--- src/rtl/tam_pkg.sv ---
package tam_pkg;
  localparam int unsigned BYTE_W    = 8;
  localparam int unsigned FIELD_CNT = 6;
  localparam int unsigned ALARM_CNT = 2;
  localparam int unsigned FLAG_LSB  = 5;
  localparam int unsigned SEL_W     = 3;
  localparam int unsigned ALM_W     = 1;
endpackage

--- src/rtl/tam_bank.sv ---
module tam_bank #(
  parameter int unsigned ALARM_IDX = 0,
  parameter int unsigned FN        = tam_pkg::FIELD_CNT,
  parameter int unsigned BW        = tam_pkg::BYTE_W,
  parameter int unsigned SW        = tam_pkg::SEL_W,
  parameter int unsigned AW        = tam_pkg::ALM_W
) (
  input  logic                   clk,
  input  logic                   rst,
  input  logic                   wr_en,
  input  logic [AW-1:0]          wr_alarm,
  input  logic [SW-1:0]          wr_field,
  input  logic [BW-1:0]          wr_data,
  output logic [FN-1:0][BW-1:0]  cfg_o
);
  logic bank_sel;
  assign bank_sel = wr_en && (wr_alarm == AW'(ALARM_IDX));

  for (genvar f = 0; f < FN; f++) begin : g_field
    always_ff @(posedge clk) begin
      if (rst) begin
        cfg_o[f] <= '0;
      end else if (bank_sel && (wr_field == SW'(f))) begin
        cfg_o[f] <= wr_data;
      end
    end
  end
endmodule

--- src/rtl/tam_match.sv ---
module tam_match #(
  parameter int unsigned FN = tam_pkg::FIELD_CNT,
  parameter int unsigned BW = tam_pkg::BYTE_W
) (
  input  logic                   tick,
  input  logic [FN-1:0][BW-1:0]  cfg,
  input  logic [FN-1:0][BW-2:0]  now,
  output logic                   hit,
  output logic                   en_any
);
  localparam int unsigned EN_BIT = BW - 1;

  function automatic logic [FN-1:0] enables(input logic [FN-1:0][BW-1:0] c);
    logic [FN-1:0] e;
    for (int f = 0; f < FN; f++) e[f] = c[f][EN_BIT];
    return e;
  endfunction

  function automatic logic [FN-1:0] disagree(input logic [FN-1:0][BW-1:0] c,
                                             input logic [FN-1:0][BW-2:0] t);
    logic [FN-1:0] d;
    for (int f = 0; f < FN; f++) d[f] = c[f][EN_BIT] && (c[f][BW-2:0] != t[f]);
    return d;
  endfunction

  logic [FN-1:0] en_vec;
  logic [FN-1:0] miss_vec;

  assign en_vec   = enables(cfg);
  assign miss_vec = disagree(cfg, now);
  assign en_any   = |en_vec;
  assign hit      = tick && en_any && (miss_vec == '0);
endmodule

--- src/rtl/tam_flags.sv ---
module tam_flags #(
  parameter int unsigned AN = tam_pkg::ALARM_CNT
) (
  input  logic          clk,
  input  logic          rst,
  input  logic [AN-1:0] hit,
  input  logic          rd_begin,
  input  logic          rd_finish,
  output logic [AN-1:0] flags,
  output logic [AN-1:0] snap
);
  function automatic logic [AN-1:0] next_flags(input logic [AN-1:0] cur,
                                               input logic [AN-1:0] cap,
                                               input logic           fin,
                                               input logic [AN-1:0] set);
    logic [AN-1:0] clr;
    clr = fin ? cap : '0;
    return (cur & ~clr) | set;
  endfunction

  always_ff @(posedge clk) begin
    if (rst) begin
      flags <= '0;
      snap  <= '0;
    end else begin
      flags <= next_flags(flags, snap, rd_finish, hit);
      if (rd_finish)     snap <= '0;
      else if (rd_begin) snap <= flags;
    end
  end
endmodule

--- src/rtl/dual_alarm_matcher.sv ---
module dual_alarm_matcher #(
  parameter int unsigned FN = tam_pkg::FIELD_CNT,
  parameter int unsigned BW = tam_pkg::BYTE_W,
  parameter int unsigned AN = tam_pkg::ALARM_CNT,
  parameter int unsigned SW = tam_pkg::SEL_W,
  parameter int unsigned AW = tam_pkg::ALM_W,
  parameter int unsigned FL = tam_pkg::FLAG_LSB
) (
  input  logic          clk,
  input  logic          rst,
  input  logic          tick_1hz,
  input  logic [BW-2:0] now_sec,
  input  logic [BW-2:0] now_min,
  input  logic [BW-2:0] now_hour,
  input  logic [BW-2:0] now_date,
  input  logic [BW-2:0] now_month,
  input  logic [BW-2:0] now_dow,
  input  logic          cfg_we,
  input  logic [AW-1:0] cfg_alarm,
  input  logic [SW-1:0] cfg_field,
  input  logic [BW-1:0] cfg_wdata,
  input  logic          sr_rd_begin,
  input  logic          sr_rd_finish,
  input  logic          irq_en,
  output logic [BW-1:0] status_o,
  output logic          irq_n
);
  logic [FN-1:0][BW-2:0] now_vec;
  logic [AN-1:0]         alarm_hit;
  logic [AN-1:0]         alarm_en_any;
  logic [AN-1:0]         flag_q;
  logic [AN-1:0]         snap_q;

  assign now_vec = {now_dow, now_month, now_date, now_hour, now_min, now_sec};

  for (genvar a = 0; a < AN; a++) begin : g_alarm
    logic [FN-1:0][BW-1:0] cfg_q;

    tam_bank #(.ALARM_IDX(a), .FN(FN), .BW(BW), .SW(SW), .AW(AW)) u_bank (
      .clk      (clk),
      .rst      (rst),
      .wr_en    (cfg_we),
      .wr_alarm (cfg_alarm),
      .wr_field (cfg_field),
      .wr_data  (cfg_wdata),
      .cfg_o    (cfg_q)
    );

    tam_match #(.FN(FN), .BW(BW)) u_match (
      .tick   (tick_1hz),
      .cfg    (cfg_q),
      .now    (now_vec),
      .hit    (alarm_hit[a]),
      .en_any (alarm_en_any[a])
    );
  end

  tam_flags #(.AN(AN)) u_flags (
    .clk       (clk),
    .rst       (rst),
    .hit       (alarm_hit),
    .rd_begin  (sr_rd_begin),
    .rd_finish (sr_rd_finish),
    .flags     (flag_q),
    .snap      (snap_q)
  );

  always_comb begin
    status_o = '0;
    status_o[FL +: AN] = flag_q;
  end

  assign irq_n = !(irq_en && (flag_q != '0));
endmodule

--- config.mk ---
export PLATFORM = sky130hd
export DESIGN_NAME = dual_alarm_matcher
export DESIGN_NICKNAME = d
export VERILOG_FILES = /design/src/rtl/tam_pkg.sv /design/src/rtl/tam_bank.sv /design/src/rtl/tam_match.sv /design/src/rtl/tam_flags.sv /design/src/rtl/dual_alarm_matcher.sv
export SDC_FILE = /design/constraint.sdc
export NUM_CORES = 1
export LEC_CHECK = 0
export BUFFER_PORTS_ARGS = -buffer_cell sky130_fd_sc_hd__buf_2
export CORE_UTILIZATION = 29
export DETAILED_ROUTE_END_ITERATION = 16
export SLEW_MARGIN = 15
export SYNTH_ARGS = -nofsm -noshare
export SYNTH_HDL_FRONTEND = slang
export SYNTH_HIERARCHICAL = 1
export SYNTH_SLANG_ARGS = --single-unit
--- constraint.sdc ---
create_clock -name clk -period 4.53 [get_ports clk]
set_clock_uncertainty 0.15 [all_clocks]
set_input_delay 0.6795 -clock clk [delete_from_list [all_inputs] [get_ports clk]]
set_output_delay 0.6795 -clock clk [all_outputs]
set_load 0.02 [all_outputs]
======== Word level (Yosys, flattened, before mapping) ========
Index checks and enable logic that the tools add are counted.
operators by class
  add/sub/neg operators ................... 0
  $mul .................................... 0
  divide/modulo/power cells ............... 0
  order comparisons ....................... 0
  eq/ne operators ......................... 17
  shift operators ......................... 0
  muxes and demuxes ....................... 1
  bitwise operators ....................... 4
  reductions and logical operators ........ 39
operators with widths
  kind                                                             number
  7-bit inequality test                                            12
  1-bit logical AND                                                31
  6-bit zero test                                                  2
  6-bit OR reduction                                               2
  3-bit by 2-bit == test with 1-bit output, second input constant  2
  3-bit == test, second input constant                             2
  3-bit by 1-bit == test with 1-bit output, second input constant  1
  3-bit zero test                                                  1
  2-bit bitwise AND                                                1
  2-bit 2-to-1 mux                                                 1
  2-bit inverter                                                   1
  2-bit OR                                                         1
  2-bit nonzero test                                               1
  2-bit OR reduction                                               1
  1-bit zero test                                                  1
  1-bit inverter                                                   1
storage, ports and cells
  register bits ........................... 100
  latch bits .............................. 0
  memory bits (writable) .................. 0
  memory bits (read-only) ................. 0
  logic and storage cells ................. 75
  memories ................................ 0

======== Logic depth before layout (Yosys ltp) ========
Gate-level depths: netlist of run 1.
  depth in word-level cells ............... 5
  gate-level depth with buffers ........... 7

======== Hierarchy ========
Netlist of run 1, hierarchy kept.
modules (own cells, without submodules)
  module                        instances  cells each  area an instance (µm²)  seq. area each (µm²)
  tam_bank (g_alarm[1].u_bank)  1          170         1914.3                  960.9
  tam_bank (g_alarm[0].u_bank)  1          170         1905.6                  960.9
  tam_match                     2          61          518.0                   0.0
  tam_flags                     1          14          142.6                   80.1
  dual_alarm_matcher            1          8           53.8                    0.0

======== Least setup slack after synthesis of run 1 ========
No wires, ideal clock.
  path type ............................... input to register
  from .................................... input port now_dow[0]
  to ...................................... register u_flags.flags[0]
  library setup time ...................... 91 ps
  arrival time ............................ 1728 ps
  required time ........................... 4289 ps
  slack ................................... 2561 ps
  stages .................................. 6
  cell sequence ........................... xor2_1 > o41ai_2 > nand3_1 > nor3_2 > inv_1 > a311oi_1
on the way
  cells in the longest elaborated chain, start to end .. 5
RTL lines
  item                   line                      RTL
  from (decl)            dual_alarm_matcher.sv:17  input logic [BW-2:0] now_dow,
  7-bit inequality test  tam_match.sv:22           for (int f = 0; f < FN; f++) d[f] = c[f][EN_BIT] && (c[f][BW-2:0] != t[f]);
  1-bit logical AND      tam_match.sv:22
  6-bit zero test        tam_match.sv:32           assign hit = tick && en_any && (miss_vec == '0);
  1-bit logical AND      tam_match.sv:32
  net alarm_hit[0]       dual_alarm_matcher.sv:29  logic [AN-1:0] alarm_hit;
  2-bit OR               tam_flags.sv:18           return (cur & ~clr) | set;
  to (signal assigned)   tam_flags.sv:26           flags <= next_flags(flags, snap, rd_finish, hit);
  to (decl)              tam_flags.sv:9            output logic [AN-1:0] flags,
The timed path passes the listed nets, and every way through them passes these cells.
A chain may end at the register's enable or synchronous reset.

==> reports/qor.log, run 1 <==
[synthesis] Avg Inst Size Synth 10.44 um^2
[setup_path] category of the worst setup path capture point flop
[grt] leftover overflow at the end of global routing 0
[synthesis] sequential share of the synthesized area 0.3962
[pwr] proportion of power drawn by the clock network 0.406
[clocking] post-cts gate resize count 0
[placement] Final HPWL DP 9743 um
[pwr] switching power total 432.5 uW
[route] average detailed-routed wire length per instance 17.47 um
[setup_path] startpoint of the most critical setup path rst
[synthesis] cell area after synthesis 5052 um^2
[sta] final hold violation count 0
[clocking] clock transition time at the flip-flop clock pins of the worst setup and hold paths 0.06 ns
[placement] RD Place Congestion 0.7972
[setup_path] CP max stage cell sky130_fd_sc_hd__buf_2
[setup_path] worst stage delay on the critical path 0.79 ns
[synthesis] predominant post-synthesis flop cell sky130_fd_sc_hd__dfxtp_1
[sta] slew of the pin with the lowest slew margin 1.088 ns
[route] number of DRC markers in iteration 0 208
[route] wire length reported by the detailed router 13350 um
[synthesis] Yosys warning count 6
[grt] number of antenna violations at the first check in global routing 0
[final_layout] fraction of layout cells with a size suffix above 1 0.1710
[placement] placed insts 749
[hold_path] launch instance of the worst min-delay path u_flags/snap[0]
[final_layout] commonest non-fill, non-tap cells in the layout 113 x sky130_fd_sc_hd__nand2b_1, 100 x sky130_fd_sc_hd__dfxtp_1, 98 x sky130_fd_sc_hd__mux2i_1
[sta] post-route minimum period 2.262 ns
[clocking] CTS tree done
[final_layout] final non-filler cell total 764
[pwr] cell internal pwr 1.401 mW
[setup_path] sequence of cells on the critical path buf_2, buf_4, nand2b_1, mux2i_1
[grt] global-route wire length before repair 20780 um
[sta] Worst slew margin 0.2749
[sta] total negative slack for setup checks 0 ns
[pwr] Pleak 2.633 nW
[sta] Final Slew Violations 0
[clocking] Clock Sink Count 100
[clocking] Clock Latency Late Sink 0.34 ns
[setup_path] required time at the worst-slack endpoint 4.58 ns
[grt] largest net degree at the start of global routing 83
[outcome] run status completed
[die] die height 134.0 um
[setup_path] Arrival @ worst endpoint 2.31 ns
[route] post-detailed-route count of antenna-violating nets 0
[clocking] post-CTS repair timing setup buffer count 0
[clocking] root buf cell sky130_fd_sc_hd__clkbuf_16
[synthesis] flop and latch count out of synthesis 100
[pwr] Net Sw Frac 0.2359
[synthesis] count of different cell masters after synthesis 31
[final_layout] final instance area 5826 um^2
[die] die outline width 134.0 um
[route] average vias per placed instance 4.597
[sta] Final setup viols 0
[job] max-capacitance violation count 0
[hold_path] type of the most critical hold path reg2reg
[die] area of the die 17950 um^2
[pwr] maximum vdd drop 0.1694 mV
[grt] all-layer global routing usage 0.1548
[clocking] deepest clock path buffer count 2
[pwr] total power 1.834 mW
[setup_path] family with the most delay on the worst path buffers and inverters
[die] core area 16820 um^2
[pwr] share of power burned in registers 0.491
[pwr] pwr dens 314.8 nW/um^2
[setup_path] path type of the worst setup path in2reg
[grt] number of global-route vias before repair 3748
[clocking] CTS H-tree depth 3
[die] effective utilization at floorplan 0.3004
[setup_path] largest fanout of any net on the critical path 82
[route] remaining design rule violation count 0
[route] iteration count of the initial detailed-routing pass 4
[synthesis] Gate Count Post-Synth 484
[synthesis] number of synthesized flops with an enable pin 0
[clocking] post-cts hold buffer count 0
[clocking] clock buffer count from CTS 9
[setup_path] startpoint of the most critical register-to-register path g_alarm[1].u_bank/cfg_o[19]
[pwr] Comb power frac 0.103
[final_layout] number of nets at the end of the flow 601
[route] via total after detailed routing 3512
[final_layout] area growth from synthesis to layout 15.30%
[synthesis] Async S/R FF share, synth 0
[placement] number of buffer cells added on primary ports 63
[die] number of placement rows 47
[setup_path] nature of the critical path startpoint input port
[setup_path] number of buffers and inverters on the critical path 2
[final_layout] Filler Cells Inserted 1713
[sta] final period utilization 0.4993
[final_layout] most common cell after layout, fill and taps aside sky130_fd_sc_hd__nand2b_1
[sta] RSZ-0062 raised after global routing no
[placement] standard cell area after detailed placement 5537 um^2
[final_layout] antenna cells 0
[sta] achievable clock frequency 442.1 MHz
[die] boundary pin count 70
[Yosys cell counts, types with 2 or more instances]
cell                         n  area share
sky130_fd_sc_hd__a311oi_1    2      0.0035
sky130_fd_sc_hd__dfxtp_1   100        0.40
sky130_fd_sc_hd__nand2_1     5      0.0037
sky130_fd_sc_hd__and3b_1     3      0.0052
sky130_fd_sc_hd__o41ai_1     6       0.010
sky130_fd_sc_hd__nor3_1      2      0.0020
sky130_fd_sc_hd__nand4_1    12       0.015
sky130_fd_sc_hd__clkbuf_1   12      0.0089
sky130_fd_sc_hd__nand3_1     5      0.0050
sky130_fd_sc_hd__nor2_1      5      0.0037
sky130_fd_sc_hd__xor2_1     36       0.062
sky130_fd_sc_hd__xnor2_1    48       0.083
sky130_fd_sc_hd__mux2i_1    98        0.19
sky130_fd_sc_hd__buf_4       6      0.0089
sky130_fd_sc_hd__buf_6       2      0.0045
sky130_fd_sc_hd__nand2b_1  113        0.14
sky130_fd_sc_hd__nand3b_1    2      0.0030
sky130_fd_sc_hd__nand2_2     2      0.0025
sky130_fd_sc_hd__nand4_2     2      0.0050
sky130_fd_sc_hd__nor4_1      2      0.0025
sky130_fd_sc_hd__o41ai_2     6       0.019
sky130_fd_sc_hd__inv_1       2      0.0015
sky130_fd_sc_hd__nor3_2      2      0.0040
sky130_fd_sc_hd__buf_2       4      0.0040
[power by group through the flow]
stage          Clock (mW)  Combinational [mW]  Sequential (mW)
5_1_grt             0.790               0.203            0.901
3_3_place_gp            0               0.186            0.920
6_report            0.745               0.189            0.900
2_1_floorplan           0               0.111            0.919
3_5_place_dp            0               0.190            0.920
4_1_cts             0.759               0.191            0.900
[sequential cells by signal, summed over array words and instances, names as in the netlist]
name                  count
u_flags/snap              2
u_flags/flags             2
g_alarm.u_bank/cfg_o     96
[per-stage QoR]
stage,hold slack [ns],utilization,setup slack [ns]
floorplan,0.2702,-,2.561
global placement,0.2800,0.3292,1.990
detailed placement,0.3041,0.3292,1.925
CTS,0.3133,0.3464,2.286
global route,0.3481,0.3464,2.094
finish,0.3162,0.3464,2.268
[cell type report]
cell class                 count  area (um^2)  area share
inverter                       2        7.507    0.001289
tap                          220        275.3     0.04725
sequential                   100         2002      0.3436
clock inverter                 1        5.005   0.0008591
multi-input combinational    363         2929      0.5028
clock buffer                  14        284.0     0.04875
timing repair buffer          64        322.8     0.05541
[cells by family (layout without fill, tap and decap cells)]
logic type	count (synthesis)	after routing	share of synthesized area
multiplexers	98	98	0.1942
AND/OR/NAND/NOR	160	160	0.2013
flip-flops	100	100	0.3962
AO/OA/AOI/OAI	15	15	0.03417
other	1	6	0.0007422
buffers and inverters	26	81	0.02774
XOR/XNOR	84	84	0.1456
[layer usage]
metal / GRT usage / routed length, um / part of all wire / up-vias
met1: 0.1920 / 5953 / 0.45 / 1690
li1: - / - / - / 1748
met5: 0 / 0 / 0 / -
met2: 0.2752 / 6751 / 0.51 / 66
met3: 0.02494 / 516 / 0.039 / 8
met4: 0.04230 / 123 / 0.0092 / 0
[final timing paths]
path | to | slack (ns) | cells after the start
setup / recovery | g_alarm[0].u_bank/cfg_o[39] | 2.27 | 4
hold / removal | u_flags/flags[0] | 0.32 | 1
setup reg to reg | u_flags/flags[1] | 2.47 | 7
hold reg to reg | u_flags/flags[0] | 0.32 | 1
(Power assumes the default switching activity.)
==> run 2, diff against run 1 <==
==> constraint.sdc (replaced) <==
create_clock -name clk -period 2 [get_ports clk]
set_clock_uncertainty 0.15 [all_clocks]
set_input_delay 0.3 -clock clk [delete_from_list [all_inputs] [get_ports clk]]
set_output_delay 0.3 -clock clk [all_outputs]
set_load 0.02 [all_outputs]
==> reports/qor.log, run 2 (synthesized netlist as in run 1, its figures left out) <==
[clocking] clock buffer count from CTS 9 [unchanged]
[clocking] post-CTS repair timing setup buffer count 0 [unchanged]
[clocking] root buf cell sky130_fd_sc_hd__clkbuf_16
[die] die height 134.0 um [unchanged]
[placement] number of buffer cells added on primary ports 63 [unchanged]
[setup_path] category of the worst setup path capture point flop
[die] die outline width 134.0 um [unchanged]
[sta] final period utilization 0.9481
[clocking] post-cts hold buffer count 0 [unchanged]
[sta] Worst slew margin 0.6595 [+0.3846]
[final_layout] final non-filler cell total 775 [+1.4%]
[sta] Final Slew Violations 0 [unchanged]
[route] via total after detailed routing 3548 [+1.0%]
[setup_path] reg-to-reg slack, setup 0.10 ns [-2.37 ns]
[sta] final hold violation count 0 [unchanged]
[final_layout] Filler Cells Inserted 1736 [+1.3%]
[pwr] Net Sw Frac 0.2412 [+0.005299]
[hold_path] launch instance of the worst min-delay path sr_rd_finish
[clocking] Clock Sink Count 100 [unchanged]
[pwr] maximum vdd drop 0.3772 mV [+120%]
[setup_path] Arrival @ worst endpoint 2.00 ns [-0.31 ns]
[pwr] pwr dens 670.5 nW/um^2 [+110%]
[setup_path] R2R depth 7 [unchanged]
[route] average vias per placed instance 4.578 [-0.41%]
[hold_path] number of stages on the worst hold path 2 [+1]
[placement] standard cell area after detailed placement 5649 um^2 [+2.0%]
[outcome] run status completed
[die] core area 16820 um^2 [unchanged]
[setup_path] required time at the worst-slack endpoint 2.10 ns [-2.48 ns]
[sta] slew of the pin with the lowest slew margin 0.5107 ns [-0.5770 ns]
[final_layout] antenna cells 0 [unchanged]
[clocking] clock transition time at the flip-flop clock pins of the worst setup and hold paths 0.06 ns [about the same]
[sta] RSZ-0062 raised after global routing yes
[setup_path] number of buffers and inverters on the critical path 1 [-1]
[setup_path] worst reg2reg path endpoint u_flags/flags[0]
[hold_path] type of the most critical hold path in2reg
[sta] Worst Hold Slack 0.04910 ns [-0.2671 ns]
[placement] Final HPWL DP 10030 um [+2.9%]
[pwr] switching power total 961.4 uW [+120%]
[sta] achievable clock frequency 527.4 MHz
[final_layout] number of nets at the end of the flow 616 [+2.5%]
[route] average detailed-routed wire length per instance 17.49 um [+0.10%]
[route] remaining design rule violation count 0 [unchanged]
[setup_path] path type of the worst setup path reg2reg
[final_layout] fraction of layout cells with a size suffix above 1 0.2000 [+0.02904]
[pwr] proportion of power drawn by the clock network 0.374 [-0.032]
[pwr] Comb power frac 0.114 [+0.011]
[final_layout] area growth from synthesis to layout 17.68%
[final_layout] area occupied by registers 2004 um^2 [+0.12%]
[final_layout] area used by multi-input combinational logic 2989 um^2 [+2.1%]
[route] number of DRC markers in iteration 0 155 [-25%]
[clocking] CTS tree done
[clocking] Clock Latency Late Sink 0.34 ns [about the same]
[pwr] cell internal pwr 3.025 mW [+120%]
[setup_path] worst stage delay on the critical path 0.35 ns [-0.44 ns]
[die] number of placement rows 47 [unchanged]
[grt] number of antenna violations at the first check in global routing 0 [unchanged]
[pwr] share of power burned in registers 0.512 [+0.021]
[setup_path] CP max stage cell sky130_fd_sc_hd__dfxtp_1
[final_layout] largest register by flop count g_alarm.u_bank/cfg_o
[final_layout] most common cell after layout, fill and taps aside sky130_fd_sc_hd__nand2b_1
[placement] placed insts 764 [+2.0%]
[placement] RD Place Congestion 0.7979 [about the same]
[route] wire length reported by the detailed router 13550 um [+1.5%]
[setup_path] nature of the critical path startpoint flop
[pwr] Pleak 2.681 nW [+1.8%]
[grt] all-layer global routing usage 0.1565 [+0.001687]
[final_layout] number of flip-flops in the largest register 96 [unchanged]
[grt] leftover overflow at the end of global routing 0 [unchanged]
[route] iteration count of the initial detailed-routing pass 5 [+1]
[setup_path] family with the most delay on the worst path compound AO/OA/AOI/OAI gates
[setup_path] sequence of cells on the critical path xnor2_1, nand4_1, o41ai_4, nand3_1, nor3_2, inv_1, a311oi_1
[job] max-capacitance violation count 0 [unchanged]
[grt] global-route wire length before repair 20690 um [-0.46%]
[die] boundary pin count 70 [unchanged]
[final_layout] post-route core utilization 0.3535 [+0.007142]
[final_layout] commonest non-fill, non-tap cells in the layout 113 x sky130_fd_sc_hd__nand2b_1, 98 x sky130_fd_sc_hd__mux2i_1, 98 x sky130_fd_sc_hd__dfxtp_1
[final_layout] final instance area 5946 um^2 [+2.1%]
[sta] total negative slack for setup checks 0 ns [unchanged]
[die] area of the die 17950 um^2 [unchanged]
[setup_path] startpoint of the most critical register-to-register path g_alarm[0].u_bank/cfg_o[35]
[die] effective utilization at floorplan 0.3004 [unchanged]
[route] post-detailed-route count of antenna-violating nets 0 [unchanged]
[sta] Final setup viols 0 [unchanged]
[hold_path] Worst Hold End u_flags/snap[1]
[grt] largest net degree at the start of global routing 36 [-57%]
[clocking] CTS H-tree depth 3 [unchanged]
[clocking] deepest clock path buffer count 2 [unchanged]
[sta] post-route minimum period 1.896 ns
[final_layout] Regs by FF count g_alarm.u_bank/cfg_o (96), u_flags/flags (2), u_flags/snap (2)
[grt] number of global-route vias before repair 3645 [-2.7%]
[setup_path] largest fanout of any net on the critical path 2 [-98%]
## run 2: changes by cell type in the layout (fill, tap and decap cells not counted), sizes merged
| cell | change |
|---|---|
| clkbuf | -4 |
| buf | +15 |
## run 2: layout make-up
type	instances	area share
sequential	100	0.3371
tap	220	0.04630
inverter	2	0.001263
multi-input combinational	363	0.5027
timing repair buffer	79	0.07323
clock inverter	1	0.0008418
clock buffer	10	0.03851
## run 2: power by group through the flow
stage	logic [mW]	registers [mW]	clock network (mW)
2_1_floorplan	0.251	2.08	0
3_3_place_gp	0.443	2.08	0
3_5_place_dp	0.450	2.08	0
4_1_cts	0.451	2.04	1.54
5_1_grt	0.489	2.04	1.62
6_report	0.454	2.04	1.49
## run 2: what timing repair did
action / in CTS / in global routing
endpoints found under the setup margin: 0 / 2
gates resized for setup: 0 / 9
hold endpoints to repair: 0 / 0
## run 2: worst max-delay path by stage
stage	from	to	slack [ns]	depth (start not counted)
3_3_place_gp	now_date[3]	u_flags/flags[1]	-0.07	8
4_1_cts	g_alarm[1].u_bank/cfg_o[19]	u_flags/flags[1]	0.03	7
3_5_place_dp	now_hour[4]	u_flags/flags[1]	-0.06	8
6_report	g_alarm[0].u_bank/cfg_o[35]	u_flags/flags[0]	0.10	7
5_1_grt	g_alarm[0].u_bank/cfg_o[2]	u_flags/flags[0]	-0.007	7
2_1_floorplan	now_dow[0]	u_flags/flags[0]	0.41	6
## run 2: metal layers
metal / vias up / GRT usage / part of all wire
met5: - / 0 / 0
met4: 0 / 0.04798 / 0.010
met3: 9 / 0.03175 / 0.035
met2: 52 / 0.2740 / 0.50
met1: 1713 / 0.1915 / 0.45
li1: 1774 / - / -
## run 2: metrics by stage
step | setup WS [ns] | power, mW
6_report | 0.1037 | 3.987
5_1_grt | -0.006716 | 4.152
4_1_cts | 0.03199 | 4.035
3_5_place_dp | -0.06044 | 2.534
3_3_place_gp | -0.07006 | 2.527
2_1_floorplan | 0.4103 | 2.332
==> run 3, diff against run 2 <==
--- a/config.mk
+++ b/config.mk
@@ -6,8 +6,10 @@
 export NUM_CORES = 1
 export LEC_CHECK = 0
 export BUFFER_PORTS_ARGS = -buffer_cell sky130_fd_sc_hd__buf_2
-export CORE_UTILIZATION = 29
+export CORE_UTILIZATION = 52
 export DETAILED_ROUTE_END_ITERATION = 16
+export GPL_TIMING_DRIVEN = 0
+export PLACE_DENSITY = 0.76
 export SLEW_MARGIN = 15
 export SYNTH_ARGS = -nofsm -noshare
 export SYNTH_HDL_FRONTEND = slang
==> reports/qor.log, run 3 (synthesized netlist as in run 1, its figures left out) <==
[pwr] total power 3.820 mW [-4.2%]
[final_layout] most common cell after layout, fill and taps aside sky130_fd_sc_hd__nand2b_1
[grt] largest net degree at the start of global routing 19 [-47%]
[setup_path] largest fanout of any net on the critical path 2 [unchanged]
[clocking] Clock Latency Late Sink 0.36 ns [+0.02 ns]
[pwr] cell internal pwr 2.812 mW [-7.0%]
[placement] number of buffer cells added on primary ports 63 [unchanged]
[placement] Post-Place Worst Slack -0.04102 ns [+0.01942 ns]
[clocking] CTS tree done
[route] length of routed wiring on met1 5451 um [-11%]
[pwr] Net Sw Frac 0.2637 [+0.02252]
[final_layout] number of nets at the end of the flow 625 [+1.5%]
[grt] number of antenna violations at the first check in global routing 0 [unchanged]
[setup_path] Arrival @ worst endpoint 2.12 ns [+0.12 ns]
[die] core area 9328 um^2 [-45%]
[hold_path] type of the most critical hold path in2reg
[die] boundary pin count 70 [unchanged]
[grt] leftover overflow at the end of global routing 0 [unchanged]
[placement] Final HPWL DP 9156 um [-8.7%]
[die] effective utilization at floorplan 0.5416 [+0.2412]
[clocking] root buf cell sky130_fd_sc_hd__clkbuf_8
[sta] final hold violation count 0 [unchanged]
[setup_path] path type of the worst setup path reg2reg
[final_layout] commonest non-fill, non-tap cells in the layout 113 x sky130_fd_sc_hd__nand2b_1, 98 x sky130_fd_sc_hd__mux2i_1, 93 x sky130_fd_sc_hd__dfxtp_1
[outcome] run status completed
[clocking] clock buffer count from CTS 9 [unchanged]
[setup_path] required time at the worst-slack endpoint 2.13 ns [+0.03 ns]
[route] number of DRC markers in iteration 0 169 [+9.0%]
[final_layout] Filler Cells Inserted 816 [-53%]
[final_layout] Regs by FF count g_alarm.u_bank/cfg_o (96), u_flags/flags (2), u_flags/snap (2)
[die] die height 100.6 um [-25%]
[pwr] switching power total 1.007 mW [+4.8%]
[final_layout] area growth from synthesis to layout 15.65%
[final_layout] largest register by flop count g_alarm.u_bank/cfg_o
[clocking] clock transition time at the flip-flop clock pins of the worst setup and hold paths 0.10 ns [+0.04 ns]
[die] area of the die 10110 um^2 [-44%]
[setup_path] nature of the critical path startpoint flop
[sta] final period utilization 0.9989 [+0.05080]
[final_layout] number of flip-flops in the largest register 96 [unchanged]
[setup_path] category of the worst setup path capture point flop
[pwr] share of power burned in registers 0.534 [+0.022]
[clocking] Clock Sink Count 100 [unchanged]
[sta] RSZ-0062 raised after global routing yes
[final_layout] antenna cells 0 [unchanged]
[grt] number of global-route vias before repair 3691 [+1.3%]
[sta] Worst slew margin 0.6037 [-0.05578]
[grt] all-layer global routing usage 0.2617 [+0.1052]
[pwr] Pleak 2.679 nW [about the same]
[final_layout] fraction of layout cells with a size suffix above 1 0.2162 [+0.01617]
[placement] RD Place Congestion 0.8232 [+3.2%]
[die] die outline width 100.6 um [-25%]
[clocking] CTS H-tree depth 3 [unchanged]
[sta] worst setup slack after layout 0.002145 ns [-0.1016 ns]
[sta] post-route minimum period 1.998 ns [+0.1016 ns]
[route] average vias per placed instance 5.285 [+15%]
[sta] slew of the pin with the lowest slew margin 0.5927 ns [+0.08201 ns]
[route] met2 routed wirelength 6418 um [-6.0%]
[route] top metal layer carrying routed signals met4
[route] wire length reported by the detailed router 12760 um [-5.8%]
[route] average detailed-routed wire length per instance 18.29 um [+4.6%]
[die] number of placement rows 35 [-26%]
[route] via total after detailed routing 3689 [+4.0%]
[job] max-capacitance violation count 0 [unchanged]
[route] post-detailed-route count of antenna-violating nets 0 [unchanged]
[grt] global-route wire length before repair 19530 um [-5.6%]
[sta] Worst Hold Slack 0.07180 ns [+0.02271 ns]
[pwr] pwr dens 653.7 nW/um^2 [-2.5%]
[sta] achievable clock frequency 500.5 MHz [-5.1%]
[pwr] Comb power frac 0.120 [+0.006]
[sta] Final setup viols 0 [unchanged]
[route] remaining design rule violation count 0 [unchanged]
[clocking] deepest clock path buffer count 2 [unchanged]
[pwr] proportion of power drawn by the clock network 0.346 [-0.028]
[route] met3 routed WL 698 um [+47%]
[route] iteration count of the initial detailed-routing pass 4 [-1]
[pwr] maximum vdd drop 0.3067 mV [-19%]
[sta] Final Slew Violations 0 [unchanged]
-- run 3: changes by cell type in the layout (fill, tap and decap cells not counted), sizes merged --
cell / previous run / this run
buf: 79 / 75
bufinv: 0 / 1
clkbuf: 10 / 21
clkinvlp: 0 / 2
dlygate4sd3: 0 / 1
inv: 2 / 5
-- run 3: path summary, 6_finish.rpt --
path / from / to / slack [ns] / depth (start not counted)
max reg2reg: g_alarm[1].u_bank/cfg_o[17] / u_flags/flags[1] / 0.002 / 7
max: g_alarm[1].u_bank/cfg_o[17] / u_flags/flags[1] / 0.002 / 7
min: rst / u_flags/flags[0] / 0.07 / 2
min reg2reg: g_alarm[1].u_bank/cfg_o[3] / g_alarm[1].u_bank/cfg_o[3] / 0.35 / 2
-- run 3: metrics by stage --
stage	utilization	cells	TNS (ns)	instance area [um^2]
after floorplan	-	489	0	5071
after global placement	0.5948	681	0	5548
after detailed placement	0.5948	681	-0.08166	5548
after CTS	0.6177	698	0	5762
after global routing	0.6264	698	-0.06583	5843
final	0.6264	698	0	5843
-- run 3: layer usage --
layer,vias to the layer above,global-route usage
met1,1795,0.3163
met2,89,0.4663
met3,15,0.04369
li1,1790,-
met5,-,0
met4,0,0.09588
-- run 3: area by class of cell --
type	instances	area, um^2	share of cell area
multi-input cells	363	3002	0.5137
flip-flops and latches	100	2011	0.3441
repair buffers	64	325.3	0.05567
well taps	129	161.4	0.02762
plain buffers	24	132.6	0.02270
clock buffers	9	123.9	0.02120
clock inverters	7	80.08	0.01370
inverters	2	7.507	0.001285
-- run 3: power groups by stage --
stage | combinational (mW) | sequential, mW | clock, mW
3_3_place_gp | 0.428 | 2.08 | 0
2_1_floorplan | 0.251 | 2.08 | 0
3_5_place_dp | 0.436 | 2.08 | 0
6_report | 0.458 | 2.04 | 1.32
4_1_cts | 0.441 | 2.04 | 1.35
5_1_grt | 0.484 | 2.04 | 1.45
-- run 3: timing repair --
action	in CTS	in global routing
setup endpoints to repair	0	2
endpoints found under the hold margin	2	0
buffers inserted	0	0
gates resized for setup	0	17
hold buffers	1	0
-- run 3: critical path: stages (launching register included) --
cell                       delay, ns
sky130_fd_sc_hd__dfxtp_2        0.35
sky130_fd_sc_hd__xnor2_2        0.15
sky130_fd_sc_hd__nand4_1        0.15
sky130_fd_sc_hd__o41ai_2        0.36
sky130_fd_sc_hd__nand3_1        0.14
sky130_fd_sc_hd__nor3_2         0.26
sky130_fd_sc_hd__inv_1          0.10
sky130_fd_sc_hd__a311oi_2       0.27
